===== src/rtl/lcd_seq_pkg.sv =====
package lcd_seq_pkg;

    typedef enum logic [2:0] {
        ST_POWERUP,
        ST_NIB_GO,
        ST_NIB_WAIT,
        ST_NIB_DLY,
        ST_CMD_GO,
        ST_CMD_WAIT,
        ST_READY
    } seq_state_t;

    localparam logic [1:0] OP_CHAR  = 2'd0;
    localparam logic [1:0] OP_CLEAR = 2'd1;
    localparam logic [1:0] OP_GOTO  = 2'd2;

    // command list slots: 0..3 configuration, 4..5 clear/home,
    // 6 host position, 7 host character
    localparam logic [2:0] SLOT_CLEAR = 3'd4;
    localparam logic [2:0] SLOT_HOME  = 3'd5;
    localparam logic [2:0] SLOT_GOTO  = 3'd6;
    localparam logic [2:0] SLOT_CHAR  = 3'd7;

    function automatic logic [7:0] slot_byte(input logic [2:0] slot,
                                             input logic [7:0] hold);
        logic [7:0] b;
        unique case (slot)
            3'd0:    b = 8'h28;
            3'd1:    b = 8'h14;
            3'd2:    b = 8'h06;
            3'd3:    b = 8'h0C;
            3'd4:    b = 8'h01;
            3'd5:    b = 8'h02;
            3'd6:    b = 8'h80 | hold;
            default: b = hold;
        endcase
        return b;
    endfunction

endpackage


===== src/rtl/lcd_ms_tick.sv =====
module lcd_ms_tick #(
    parameter int CYC_PER_MS = 16000
) (
    input  logic clk,
    input  logic restart,
    output logic tick
);
    localparam int CNT_W = $clog2(CYC_PER_MS);
    localparam logic [CNT_W-1:0] LAST = CNT_W'(CYC_PER_MS - 1);

    logic [CNT_W-1:0] cnt;

    always_ff @(posedge clk) begin
        if (restart || cnt == LAST) begin
            cnt <= '0;
        end else begin
            cnt <= cnt + 1'b1;
        end
    end

    assign tick = (cnt == LAST) && !restart;
endmodule


===== src/rtl/lcd_ms_delay.sv =====
module lcd_ms_delay #(
    parameter int MS_W   = 8,
    parameter int RST_MS = 15
) (
    input  logic            clk,
    input  logic            rst,
    input  logic            start,
    input  logic [MS_W-1:0] ms,
    input  logic            tick,
    output logic            done
);
    logic [MS_W-1:0] left;

    always_ff @(posedge clk) begin
        if (rst) begin
            left <= MS_W'(RST_MS);
        end else if (start) begin
            left <= ms;
        end else if (tick && left != '0) begin
            left <= left - 1'b1;
        end
    end

    assign done = (left == '0) && !start;
endmodule


===== src/rtl/lcd_init_seq.sv =====
module lcd_init_seq
    import lcd_seq_pkg::*;
#(
    parameter int CLK_HZ  = 16_000_000,
    parameter int MS_W    = 8,
    parameter int PWR_MS  = 15,
    parameter int NIB1_MS = 15,
    parameter int NIB2_MS = 5,
    parameter int NIB3_MS = 5,
    parameter int MODE_MS = 5
) (
    input  logic       clk,
    input  logic       rst,
    input  logic       host_valid,
    input  logic [1:0] host_op,
    input  logic [7:0] host_data,
    output logic       host_ready,
    output logic       busy,
    input  logic       eng_done,
    output logic       eng_nib_go,
    output logic [3:0] eng_nib,
    output logic       eng_byte_go,
    output logic [7:0] eng_byte,
    output logic       eng_rs
);
    localparam int MS_CYC  = CLK_HZ / 1000;
    localparam int PWR_CYC = PWR_MS * MS_CYC;

    seq_state_t      state;
    logic [1:0]      nib_idx;
    logic [2:0]      slot;
    logic [7:0]      hold;
    logic            tick;
    logic            dly_start;
    logic            dly_done;
    logic [MS_W-1:0] dly_ms;
    logic            slot_last;

    lcd_ms_tick #(.CYC_PER_MS(MS_CYC)) u_tick (
        .clk     (clk),
        .restart (rst | dly_start),
        .tick    (tick)
    );

    lcd_ms_delay #(.MS_W(MS_W), .RST_MS(PWR_MS)) u_delay (
        .clk   (clk),
        .rst   (rst),
        .start (dly_start),
        .ms    (dly_ms),
        .tick  (tick),
        .done  (dly_done)
    );

    assign dly_start = (state == ST_NIB_WAIT) && eng_done;
    assign slot_last = (slot == SLOT_HOME) || (slot == SLOT_GOTO) || (slot == SLOT_CHAR);

    always_comb begin
        unique case (nib_idx)
            2'd0:    dly_ms = MS_W'(NIB1_MS);
            2'd1:    dly_ms = MS_W'(NIB2_MS);
            2'd2:    dly_ms = MS_W'(NIB3_MS);
            default: dly_ms = MS_W'(MODE_MS);
        endcase
    end

    // state register
    always_ff @(posedge clk) begin
        if (rst) begin
            state   <= ST_POWERUP;
            nib_idx <= '0;
            slot    <= '0;
            hold    <= '0;
        end else begin
            unique case (state)
                ST_POWERUP: begin
                    if (dly_done) begin
                        state   <= ST_NIB_GO;
                        nib_idx <= '0;
                    end
                end
                ST_NIB_GO:   state <= ST_NIB_WAIT;
                ST_NIB_WAIT: if (eng_done) state <= ST_NIB_DLY;
                ST_NIB_DLY: begin
                    if (dly_done) begin
                        if (nib_idx == 2'd3) begin
                            state <= ST_CMD_GO;
                            slot  <= '0;
                        end else begin
                            nib_idx <= nib_idx + 1'b1;
                            state   <= ST_NIB_GO;
                        end
                    end
                end
                ST_CMD_GO:   state <= ST_CMD_WAIT;
                ST_CMD_WAIT: begin
                    if (eng_done) begin
                        if (slot_last) begin
                            state <= ST_READY;
                        end else begin
                            slot  <= slot + 1'b1;
                            state <= ST_CMD_GO;
                        end
                    end
                end
                ST_READY: begin
                    if (host_valid) begin
                        hold  <= host_data;
                        state <= ST_CMD_GO;
                        if (host_op == OP_CLEAR)     slot <= SLOT_CLEAR;
                        else if (host_op == OP_GOTO) slot <= SLOT_GOTO;
                        else                         slot <= SLOT_CHAR;
                    end
                end
                default: state <= ST_POWERUP;
            endcase
        end
    end

    // outputs
    always_comb begin
        host_ready  = (state == ST_READY);
        busy        = (state != ST_READY);
        eng_nib_go  = (state == ST_NIB_GO);
        eng_nib     = (nib_idx == 2'd3) ? 4'h2 : 4'h3;
        eng_byte_go = (state == ST_CMD_GO);
        eng_byte    = slot_byte(slot, hold);
        eng_rs      = (slot == SLOT_CHAR) &&
                      ((state == ST_CMD_GO) || (state == ST_CMD_WAIT));
    end

endmodule


===== config.mk =====
export PLATFORM = sky130hd
export DESIGN_NAME = lcd_init_seq
export DESIGN_NICKNAME = d
export VERILOG_FILES = /design/src/rtl/lcd_seq_pkg.sv /design/src/rtl/lcd_ms_tick.sv /design/src/rtl/lcd_ms_delay.sv /design/src/rtl/lcd_init_seq.sv
export SDC_FILE = /design/constraint.sdc
export NUM_CORES = 1
export LEC_CHECK = 0
export ABC_AREA = 1
export BUFFER_PORTS_ARGS = -buffer_cell sky130_fd_sc_hd__buf_2
export CAP_MARGIN = 20
export CELL_PAD_IN_SITES_DETAIL_PLACEMENT = 1
export CELL_PAD_IN_SITES_GLOBAL_PLACEMENT = 1
export CORE_MARGIN = 4
export CORE_UTILIZATION = 30
export CTS_CLUSTER_DIAMETER = 200
export DETAILED_ROUTE_END_ITERATION = 8
export PLACE_DENSITY = 0.69
export SYNTH_ARGS = -nofsm -noshare
export SYNTH_HDL_FRONTEND = slang
export SYNTH_SLANG_ARGS = --single-unit

===== constraint.sdc =====
create_clock -name clk -period 2.5 [get_ports clk]
set_input_delay 0.625 -clock clk [delete_from_list [all_inputs] [get_ports clk]]
set_output_delay 0.625 -clock clk [all_outputs]
set_load 0.02 [all_outputs]

==> summary.md, run 1 <==
| Metric | Value |
|---|---|
| Status | `completed` |
| Async SR Flop Fraction | `0` |
| Setup Skew | `0.0108 ns` |
| Total GRT Usage | `0.129` |
| Finished Layout Cells | `476` |
| H-tree depth | `2` |
| Clock latency on the worst-skew pair | `0.30 ns` |
| Met2 Use GR | `0.231` |
| R2r worst-path depth | `9` |
| Syn Inst Count | `340` |
| Minimum clock period | `2.39 ns` |
| CP Max Fanout | `8` |
| Max-slew violation count | `0` |
| F_max | `418 MHz` |
| Multi-input logic area | `1400 um2` |
| Clock transition at path regs | `0.09 ns` |
| Worst hold margin | `0.451 ns` |
| Placement Setup Slack | `0.284 ns` |
| Via density per instance | `4.64` |
| Seq/Total Area, Yosys | `0.317` |
| Worst path required time | `1.88 ns` |
| Critical Path End | `eng_byte[1]` |
| Worst min path class | `reg2reg` |
| Syn avg cell area | `7.05 um2` |
| Worst-margin pin slew | `0.599 ns` |
| Number of global-route vias before repair | `2273` |
| WL per Instance | `12.1 um` |
| Ranking of synthesized cells by area | `dfxtp_1 (32%), nand2_1 (10%), inv_1 (7.5%)` |
| Post-DRT Antenna Nets | `0` |
| RR Startpoint | `state[1]` |
| Hold path startpoint | `u_tick.cnt[0]` |
| CTS tree | `yes` |
| Fin. Hold Viols | `0` |
| Crit path launch | `slot[0]` |
| CTS Sinks | `38` |
| Slew HR | `0.600` |
| Post-synthesis cell area | `2400 um2` |
| Final Core Density | `0.359` |
| Post-synth top area share | `0.317` |
| WL final | `5760 um` |
| Dominant cell type by area after synthesis | `dfxtp_1` |
| Setup violators final | `0` |
| Worst setup SP type | `flop` |
| Tcrit/Tclk final | `0.956` |
| Antenna diodes | `0` |
| DR pass1 iterations | `3` |
| Initial antenna violation count | `0` |
| DRT iter0 DRCs | `58` |
| Via count | `2208` |
| Largest net degree at the start of global routing | `18` |
| Max clock buf depth | `2` |
| Lkg Pwr | `0.00123 uW` |
| M1 GR Usage | `0.150` |
| Port-buffer cells | `27` |
| Row Count | `32` |
| EDFF count, synth | `0` |
| Most common cell in the synthesized netlist | `nand2_1` |
| Die X | `97.4 um` |
| Fill cells | `1032` |
| RR Endpoint | `slot[0]` |
| FF/Latch Area | `767 um2` |
| Layout overhead on the synthesized area | `16.2%` |
| Unique masters post-synth | `32` |
| Initial core utilization | `0.309` |
| Max VDD drop | `0.000269 V` |
| Io pins | `31` |
| DP Wirelength | `4580 um` |
| Most frequent cells after synthesis | `nand2_1 (64), inv_1 (48), nor2_1 (39)` |
| Ys Warns | `0` |
| CTS root buf | `clkbuf_8` |
| Fin nets | `399` |
| Routing usage on met3 | `0.0323` |
| Seq cells post-synth | `38` |
| Share of cells above drive strength 1 | `0.257` |
| Die area | `9490 um2` |
| Residual DRC | `0` |
| Routability congestion estimate | `0.804` |
| First-pass GRT wire length | `10300 um` |
| Gr busiest metal | `met2` |
| Critical path arrival | `1.77 ns` |
| Setup slack after layout | `0.110 ns` |
| Dpl cells | `465` |
| # Max-Cap Violations | `0` |
| Die Span Y | `97.4 um` |
| Main synth FF type | `dfxtp_1` |
| CTS buffer count | `5` |
| Core Area | `7770 um2` |
| PwrDens | `630 nW/um2` |
| Grt ovf | `0` |
| Crit end category | `primary output` |
| Reg-to-reg slack, setup | `0.73 ns` |
| WS Path Type | `reg2out` |
final cells by class:
class / count / area share
clock buffer: 5 / 0.0247
clock inverter: 3 / 0.0162
inverter: 52 / 0.0709
multi-input combinational: 243 / 0.502
sequential: 38 / 0.275
tap: 102 / 0.0458
timing repair buffer: 33 / 0.0655
layer usage:
layer / part of all wire / vias up / wire (um)
met2: 0.49 / 26 / 2850
li1: - / 1135 / -
met1: 0.46 / 1037 / 2650
met3: 0.031 / 10 / 178
met5: 0 / - / 0
met4: 0.014 / 0 / 80
registers in the layout, indices dropped and copies added, names as in the netlist:
name          cells
hold              8
nib_idx           2
u_delay.left      8
state             3
slot              3
u_tick.cnt       14
what timing repair did:
item | CTS | global route
pin swaps | 0 | 3
gates resized for setup | 3 | 13
buffers inserted | 0 | 3
setup endpoints to repair | 4 | 7
hold buffers | 0 | 0
where the power goes:
part | switching [uW] | internal, uW
clock network | 238 | 297
logic | 326 | 186
registers | 67.6 | 642
total | 632 | 1130
through the flow:
stage | power, uW | setup TNS (ns) | area (um2)
2_1_floorplan | 1120 | 0 | 2400
3_3_place_gp | 1210 | 0 | 2620
3_5_place_dp | 1230 | 0 | 2620
4_1_cts | 1780 | 0 | 2730
5_1_grt | 1880 | -0.0100 | 2790
6_report | 1760 | 0 | 2790
worst min-delay path by stage:
stage	slack (ns)	cells past startpoint	to
6_report	0.45	1	u_tick.cnt[0]
5_1_grt	0.48	1	u_tick.cnt[0]
4_1_cts	0.45	1	u_tick.cnt[0]
3_5_place_dp	0.44	1	u_tick.cnt[0]
3_3_place_gp	0.43	1	u_tick.cnt[0]
2_1_floorplan	0.42	1	u_tick.cnt[0]
placed cells by master, fill, tap and decap left out:
master      Yosys  layout
xnor2_1         1       1
o21ai_0        22      22
clkbuf_8        0       5
ha_1           12       9
dfxtp_2         0       2
nor3_1          6       6
nand3b_1        2       2
ha_2            0       3
buf_2           1      26
inv_2           3       5
nand2_1        64      61
dfxtp_1        38      35
a21oi_1        19      19
o21a_4          0       1
o21bai_1        1       1
bufinv_16       0       1
nor2_4          8       8
nand4_1         2       2
nand3_4         3       3
nor2_8          1       1
or2_2           1       1
conb_1          2       3
o21ai_1         8       8
nor2_1         39      39
nand3_1        22      21
buf_4           3       7
nand2_2        10      13
inv_1          48      46
o211ai_1        2       2
nor3b_2         2       2
nand3_2         2       3
o22ai_1         1       1
nand2_4         4       4
clkinvlp_4      0       2
nor2_2          7       7
dfxtp_4         0       1
inv_4           1       1
cells by family (layout without fill, tap and decap cells):
family | count (synthesis) | count (layout) | synth area share
other | 2 | 3 | 0.00313
and+or+nand+nor | 173 | 173 | 0.383
adders and majority gates | 12 | 12 | 0.0626
DFF | 38 | 38 | 0.317
xor gates and xnor gates | 1 | 1 | 0.00365
AOI/OAI and AO/OA | 54 | 54 | 0.117
buffers and inverters | 60 | 93 | 0.113
worst max-delay path, cell delays in order, from the launching register on:
cell	delay, ns
dfxtp_4	0.36
ha_2	0.19
ha_2	0.17
inv_2	0.06
nand3_2	0.08
o21a_4	0.25
o211ai_1	0.20
buf_4	0.17
No activity file was read; power rests on OpenSTA's default activity.
==> run 2, diff against run 1 <==
--- a/config.mk
+++ b/config.mk
@@ -10,11 +10,11 @@
 export CAP_MARGIN = 20
 export CELL_PAD_IN_SITES_DETAIL_PLACEMENT = 1
 export CELL_PAD_IN_SITES_GLOBAL_PLACEMENT = 1
-export CORE_MARGIN = 4
 export CORE_UTILIZATION = 30
 export CTS_CLUSTER_DIAMETER = 200
 export DETAILED_ROUTE_END_ITERATION = 8
 export PLACE_DENSITY = 0.69
+export SETUP_SLACK_MARGIN = 0.4
 export SYNTH_ARGS = -nofsm -noshare
 export SYNTH_HDL_FRONTEND = slang
 export SYNTH_SLANG_ARGS = --single-unit
==> run 2 against run 1 <==
Effect of this change: critical path depth unchanged; worst hold slack improved by 0.0067 ns; setup slack got worse by 0.014 ns; die area down 12%; clock-buffer cell count grew 1; largest cell class unchanged.
==> summary.md, run 2 (same netlist as run 1, synthesis figures left out) <==
| Metric | Value |
|---|---|
| Status | `completed` |
| Grt ovf | `0 (unchanged)` |
| Critical path arrival | `1.78 ns (about the same)` |
| WL per Instance | `12.4 um (+2.4%)` |
| Clock latency on the worst-skew pair | `0.29 ns (about the same)` |
| Most flops, register | `u_tick.cnt` |
| Lkg Pwr | `0.00129 uW (+5.3%)` |
| Residual DRC | `0 (unchanged)` |
| Fin nets | `404 (+1.3%)` |
| Total GRT Usage | `0.151 (+0.0221)` |
| Setup slack after layout | `0.0959 ns (-0.0137 ns)` |
| CTS tree | `yes` |
| Most frequent cells in the layout | `nand2_1 (60), inv_1 (43), nor2_1 (38), dfxtp_1 (34), o21ai_0 (22)` |
| DR pass1 iterations | `4 (+1)` |
| CTS buffer count | `5 (unchanged)` |
| Placement Setup Slack | `0.219 ns (-0.0644 ns)` |
| Tcrit/Tclk final | `0.962 (+0.00548)` |
| Largest net degree at the start of global routing | `18 (unchanged)` |
| Initial antenna violation count | `0 (unchanged)` |
| Number of global-route vias before repair | `2249 (-1.1%)` |
| Fin. Hold Viols | `0 (unchanged)` |
| Max clock buf depth | `2 (unchanged)` |
| Setup violators final | `0 (unchanged)` |
| Setup TNS Final | `0 ns (unchanged)` |
| DP Wirelength | `4380 um (-4.4%)` |
| # Max-Cap Violations | `0 (unchanged)` |
| Io pins | `31 (unchanged)` |
| WS Path Type | `reg2out` |
| CTS Sinks | `38 (unchanged)` |
| Max-slew violation count | `0 (unchanged)` |
| Share of cells above drive strength 1 | `0.293 (+0.0362)` |
| Routability congestion estimate | `0.806 (+0.22%)` |
| First-pass GRT wire length | `10300 um (about the same)` |
| RSZ-0062 raised after global routing | `true` |
| PwrDens | `597 nW/um2 (-5.3%)` |
| Largest register FFs | `14 (unchanged)` |
| Core Area | `7730 um2 (-0.52%)` |
| Max VDD drop | `0.000260 V (-3.4%)` |
| Crit end category | `primary output` |
| Die area | `8360 um2 (-12%)` |
| WL final | `5960 um (+3.5%)` |
| Die X | `91.4 um (-6.2%)` |
| Worst min path class | `reg2reg` |
| Antenna diodes | `0 (unchanged)` |
| Hold-fix buffers, CTS | `0 (unchanged)` |
| Initial core utilization | `0.310 (+0.00160)` |
| Minimum clock period | `2.40 ns (+0.0137 ns)` |
| Worst setup SP type | `flop` |
| F_max | `416 MHz (-0.57%)` |
| Layout overhead on the synthesized area | `22.2%` |
| Row Count | `32 (unchanged)` |
| CP Max Fanout | `8 (unchanged)` |
| H-tree depth | `2 (unchanged)` |
| Top Registers | `u_tick.cnt: 14 flops, hold: 8 flops, u_delay.left: 8 flops` |
| DRT iter0 DRCs | `57 (-1.7%)` |
| Worst path required time | `1.88 ns (about the same)` |
| Commonest non-fill, non-tap cell in the layout | `nand2_1` |
| Via density per instance | `4.59 (-0.95%)` |
| Setup Skew | `0.00793 ns (-0.00291 ns)` |
| Die Span Y | `91.4 um (-6.2%)` |
| Post-DRT Antenna Nets | `0 (unchanged)` |
| CTS root buf | `clkbuf_8` |
| Via count | `2210 (+0.091%)` |
| Port-buffer cells | `27 (unchanged)` |
| Clock transition at path regs | `0.08 ns (about the same)` |
## run 2: per-stage QoR
| stage | cell area, um2 | instances | total power, uW | hold WS (ns) | util |
|---|---|---|---|---|---|
| floorplan | 2400 | 341 | 1120 | 0.418 | - |
| global placement | 2620 | 465 | 1210 | 0.432 | 0.338 |
| detailed placement | 2620 | 465 | 1220 | 0.442 | 0.338 |
| CTS | 2870 | 478 | 1740 | 0.457 | 0.371 |
| global route | 2930 | 481 | 1860 | 0.474 | 0.379 |
| finish | 2930 | 481 | 1750 | 0.458 | 0.379 |
## run 2: path summary, 6_finish.rpt
| kind | from | slack, ns | cells past startpoint | end |
|---|---|---|---|---|
| setup / recovery | slot[0] | 0.1 | 7 | eng_byte[5] |
| hold reg to reg | u_tick.cnt[0] | 0.46 | 1 | u_tick.cnt[0] |
| setup reg to reg | slot[1] | 0.71 | 11 | slot[2] |
| hold / removal | u_tick.cnt[0] | 0.46 | 1 | u_tick.cnt[0] |
## run 2: timing repair
item | CTS | global route
endpoints found under the setup margin | 8 | 10
pin swaps | 8 | 3
setup buffers | 5 | 3
resized for setup | 33 | 11
## run 2: layout make-up
cell class / instances / area [um2]
clock buffers: 6 / 82.6
clock inverters: 2 / 12.5
fillers: 982 / 4800
inverters: 52 / 198
multi-input cells: 243 / 1480
flip-flops and latches: 38 / 773
well taps: 102 / 128
repair buffers: 38 / 256
## run 2: power breakdown
group          total, uW  internal [uW]  switching, uW  leakage (uW)
Sequential           725            644           81.4      0.000310
Combinational        576            232            344      0.000935
Clock                448            222            226     0.0000472
Total               1750           1100            651       0.00129
## run 2: critical path, cell delays in order (launching register included)
cell	delay, ns
dfxtp_4	0.37
buf_6	0.12
ha_4	0.17
nand2_4	0.08
nand3_2	0.08
o21a_4	0.25
o21ai_0	0.21
buf_2	0.21
## run 2: layer usage
metal | up-vias | wire length (um) | GRT usage
met5 | - | 0 | 0
met4 | 0 | 55 | 0.0357
met3 | 5 | 127 | 0.0235
met2 | 26 | 3050 | 0.281
met1 | 1035 | 2730 | 0.180
li1 | 1144 | - | -
==> run 3, diff against run 2 <==
--- a/config.mk
+++ b/config.mk
@@ -11,10 +11,10 @@
 export CELL_PAD_IN_SITES_DETAIL_PLACEMENT = 1
 export CELL_PAD_IN_SITES_GLOBAL_PLACEMENT = 1
 export CORE_UTILIZATION = 30
+export CTS_BUF_LIST = sky130_fd_sc_hd__clkbuf_4
 export CTS_CLUSTER_DIAMETER = 200
 export DETAILED_ROUTE_END_ITERATION = 8
 export PLACE_DENSITY = 0.69
-export SETUP_SLACK_MARGIN = 0.4
 export SYNTH_ARGS = -nofsm -noshare
 export SYNTH_HDL_FRONTEND = slang
 export SYNTH_SLANG_ARGS = --single-unit
==> run 3 against run 2 <==
Effect of this change: first-iteration DRC count down 12%; clock-buffer cell count down 1; clock skew up 0.0076 ns; register-to-register slack worse by 0.04 ns; non-clock buffer count down 1; flip-flop and latch count unchanged; core utilization down 1.2 points; sequential power about the same; clock power down 29%; worst hold slack better by 0.010 ns; total power down 8.9%; largest cell class unchanged; highest routed layer unchanged.
==> summary.md, run 3 (same netlist as run 1, synthesis figures left out) <==
| Metric | Value |
|---|---|
| DRT iter0 DRCs | `50 (-12%)` |
| CTS tree | `yes` |
| Clock transition at path regs | `0.12 ns (+0.04 ns)` |
| Minimum clock period | `2.47 ns (+0.0663 ns)` |
| CP top delay family | `buffers and inverters` |
| Total GRT Usage | `0.143 (-0.00756)` |
| Crit path cell chain | `clkinvlp_4 > buf_4 > nand2_4 > nand3_2 > o21a_4 > o211ai_1 > buf_4` |
| RR Endpoint | `slot[2]` |
| Die X | `91.4 um (unchanged)` |
| Slew HR | `0.587` |
| WS Path Type | `reg2out` |
| F_max | `405 MHz (-2.7%)` |
| Die Span Y | `91.4 um (unchanged)` |
| Tcrit/Tclk final | `0.988 (+0.0265)` |
| Gate power share | `0.346 (+0.017)` |
| RR Startpoint | `slot[1]` |
| Crit end category | `primary output` |
| DP Wirelength | `4380 um (unchanged)` |
| CP max stage delay | `0.40 ns (+0.03 ns)` |
| Routability congestion estimate | `0.806 (unchanged)` |
| Largest net degree at the start of global routing | `18 (unchanged)` |
| Residual DRC | `0 (unchanged)` |
| Hold Path Depth | `2 (+1)` |
| CTS buffer count | `5 (unchanged)` |
| P_int | `965 uW (-12%)` |
| Antenna diodes | `0 (unchanged)` |
| PwrDens | `561 nW/um2 (-6.0%)` |
| WL per Instance | `12.1 um (-2.6%)` |
| RSZ-0062 raised after global routing | `true` |
| H-tree depth | `2 (unchanged)` |
| Fin nets | `403 (-0.25%)` |
| Hold path startpoint | `rst` |
| CTS Sinks | `38 (unchanged)` |
| Die area | `8360 um2 (unchanged)` |
| Clock latency on the worst-skew pair | `0.34 ns (+0.05 ns)` |
| Max-slew violation count | `0 (unchanged)` |
| Commonest non-fill, non-tap cell in the layout | `nand2_1` |
| CTS root buf | `clkbuf_4` |
| Most flops, register | `u_tick.cnt` |
| CP Max Fanout | `8 (unchanged)` |
| Worst-margin pin slew | `0.618 ns` |
| Hold endpoint | `nib_idx[1]` |
| Io pins | `31 (unchanged)` |
| Share of cells above drive strength 1 | `0.280 (-0.0125)` |
| # Max-Cap Violations | `0 (unchanged)` |
| Initial antenna violation count | `0 (unchanged)` |
| Via density per instance | `4.56 (-0.74%)` |
| Worst min path class | `in2reg` |
| Total power | `1590 uW (-8.9%)` |
| Initial core utilization | `0.310 (unchanged)` |
| Layout overhead on the synthesized area | `18.4%` |
| Status | `completed` |
| Finished Layout Cells | `480 (-0.21%)` |
| NetSw | `629 uW (-3.4%)` |
| Largest register FFs | `14 (unchanged)` |
| Clk network pwr share | `0.201 (-0.055)` |
| Reg-to-reg slack, setup | `0.67 ns (-0.04 ns)` |
| Port-buffer cells | `27 (unchanged)` |
| Number of global-route vias before repair | `2193 (-2.5%)` |
| Most frequent cells in the layout | `nand2_1 (60), inv_1 (43), nor2_1 (39), dfxtp_1 (35), buf_2 (25)` |
| Dpl cells | `465 (unchanged)` |
| Fin. Hold Viols | `0 (unchanged)` |
| Worst setup SP type | `flop` |
| Seq pwr share | `0.453 (+0.038)` |
| Fill cells | `998 (+1.6%)` |
| Critical path arrival | `1.85 ns (+0.07 ns)` |
| Switching share of power | `0.395 (+0.0224)` |
| WL final | `5800 um (-2.8%)` |
| Setup violators final | `0 (unchanged)` |
| Max VDD drop | `0.000229 V (-12%)` |
| DR pass1 iterations | `3 (-1)` |
| First-pass GRT wire length | `9840 um (-4.7%)` |
| Top Registers | `u_tick.cnt: 14 flops, hold: 8 flops, u_delay.left: 8 flops` |
| Grt ovf | `0 (unchanged)` |
| Max clock buf depth | `2 (unchanged)` |
| Post-DRT Antenna Nets | `0 (unchanged)` |
| Core Area | `7730 um2 (unchanged)` |
| Setup Skew | `0.0156 ns (+0.00764 ns)` |
| Slowest cell on crit path | `dfxtp_4` |
| Most common cell on crit path | `buf_4` |
| R2r worst-path depth | `11 (unchanged)` |
| Lkg Pwr | `0.00127 uW (-2.1%)` |
| CP Buf/Inv Count | `3 (+1)` |
| Worst path required time | `1.88 ns (about the same)` |
| Via count | `2189 (-0.95%)` |
| Row Count | `32 (unchanged)` |
| Setup TNS Final | `0 ns (unchanged)` |
[run 3: cell types whose count changed in the layout (fill, tap and decap cells not counted), moves of 2 or more]
cell      previous run  this run
buf_2               21        25
buf_4               13        11
buf_6                3         1
clkbuf_4             0         5
clkbuf_8             6         0
[run 3: how the worst max path moves through the flow]
stage / cells after the start / end / slack, ns / from
finish: 7 / eng_byte[1] / 0.03 / slot[2]
global route: 7 / eng_byte[1] / -0.05 / slot[2]
CTS: 7 / eng_byte[1] / 0.003 / slot[1]
floorplan: 6 / eng_byte[4] / 0.31 / slot[0]
detailed placement: 7 / eng_byte[1] / 0.22 / slot[0]
global placement: 7 / eng_byte[1] / 0.30 / slot[0]
[run 3: metal layers]
layer  part of all wire  GRT usage  wire (um)  up-vias
met3              0.021     0.0243        124        7
met4              0.013     0.0410         77        0
li1                   -          -          -     1143
met1               0.46      0.174       2690     1014
met2               0.50      0.258       2910       25
met5                  0          0          0        -
[run 3: repair_timing]
action / 4_1_cts / 5_1_grt
buffers inserted: 2 / 5
endpoints found under the setup margin: 8 / 5
hold buffers: 0 / 0
pin swaps: 3 / 7
endpoints found under the hold margin: 0 / 0
resized for setup: 21 / 13
[run 3: power groups by stage]
stage / Combinational, uW / Sequential, uW / Clock, uW
2_1_floorplan: 443 / 675 / 0
3_3_place_gp: 483 / 726 / 0
3_5_place_dp: 493 / 729 / 0
4_1_cts: 520 / 720 / 340
5_1_grt: 617 / 731 / 364
6_report: 552 / 722 / 320
[run 3: final cells by class]
| cell class | count | area, um2 | area share |
|---|---|---|---|
| Clock inverter | 3 | 16.3 | 0.00573 |
| Sequential cell | 38 | 772 | 0.272 |
| Clock buffer | 5 | 37.5 | 0.0132 |
| Multi-Input combinational cell | 243 | 1470 | 0.516 |
| Timing Repair Buffer | 37 | 219 | 0.0771 |
| Inverter | 52 | 201 | 0.0709 |
| Tap cell | 102 | 128 | 0.0449 |
[run 3: metrics by stage]
step / util / area (um2) / worst slack (ns) / hold slack (ns)
CTS: 0.356 / 2750 / 0.00298 / 0.456
detailed placement: 0.338 / 2620 / 0.219 / 0.442
floorplan: - / 2400 / 0.308 / 0.418
finish: 0.368 / 2840 / 0.0296 / 0.468
global route: 0.368 / 2840 / -0.0525 / 0.460
global placement: 0.338 / 2620 / 0.300 / 0.432
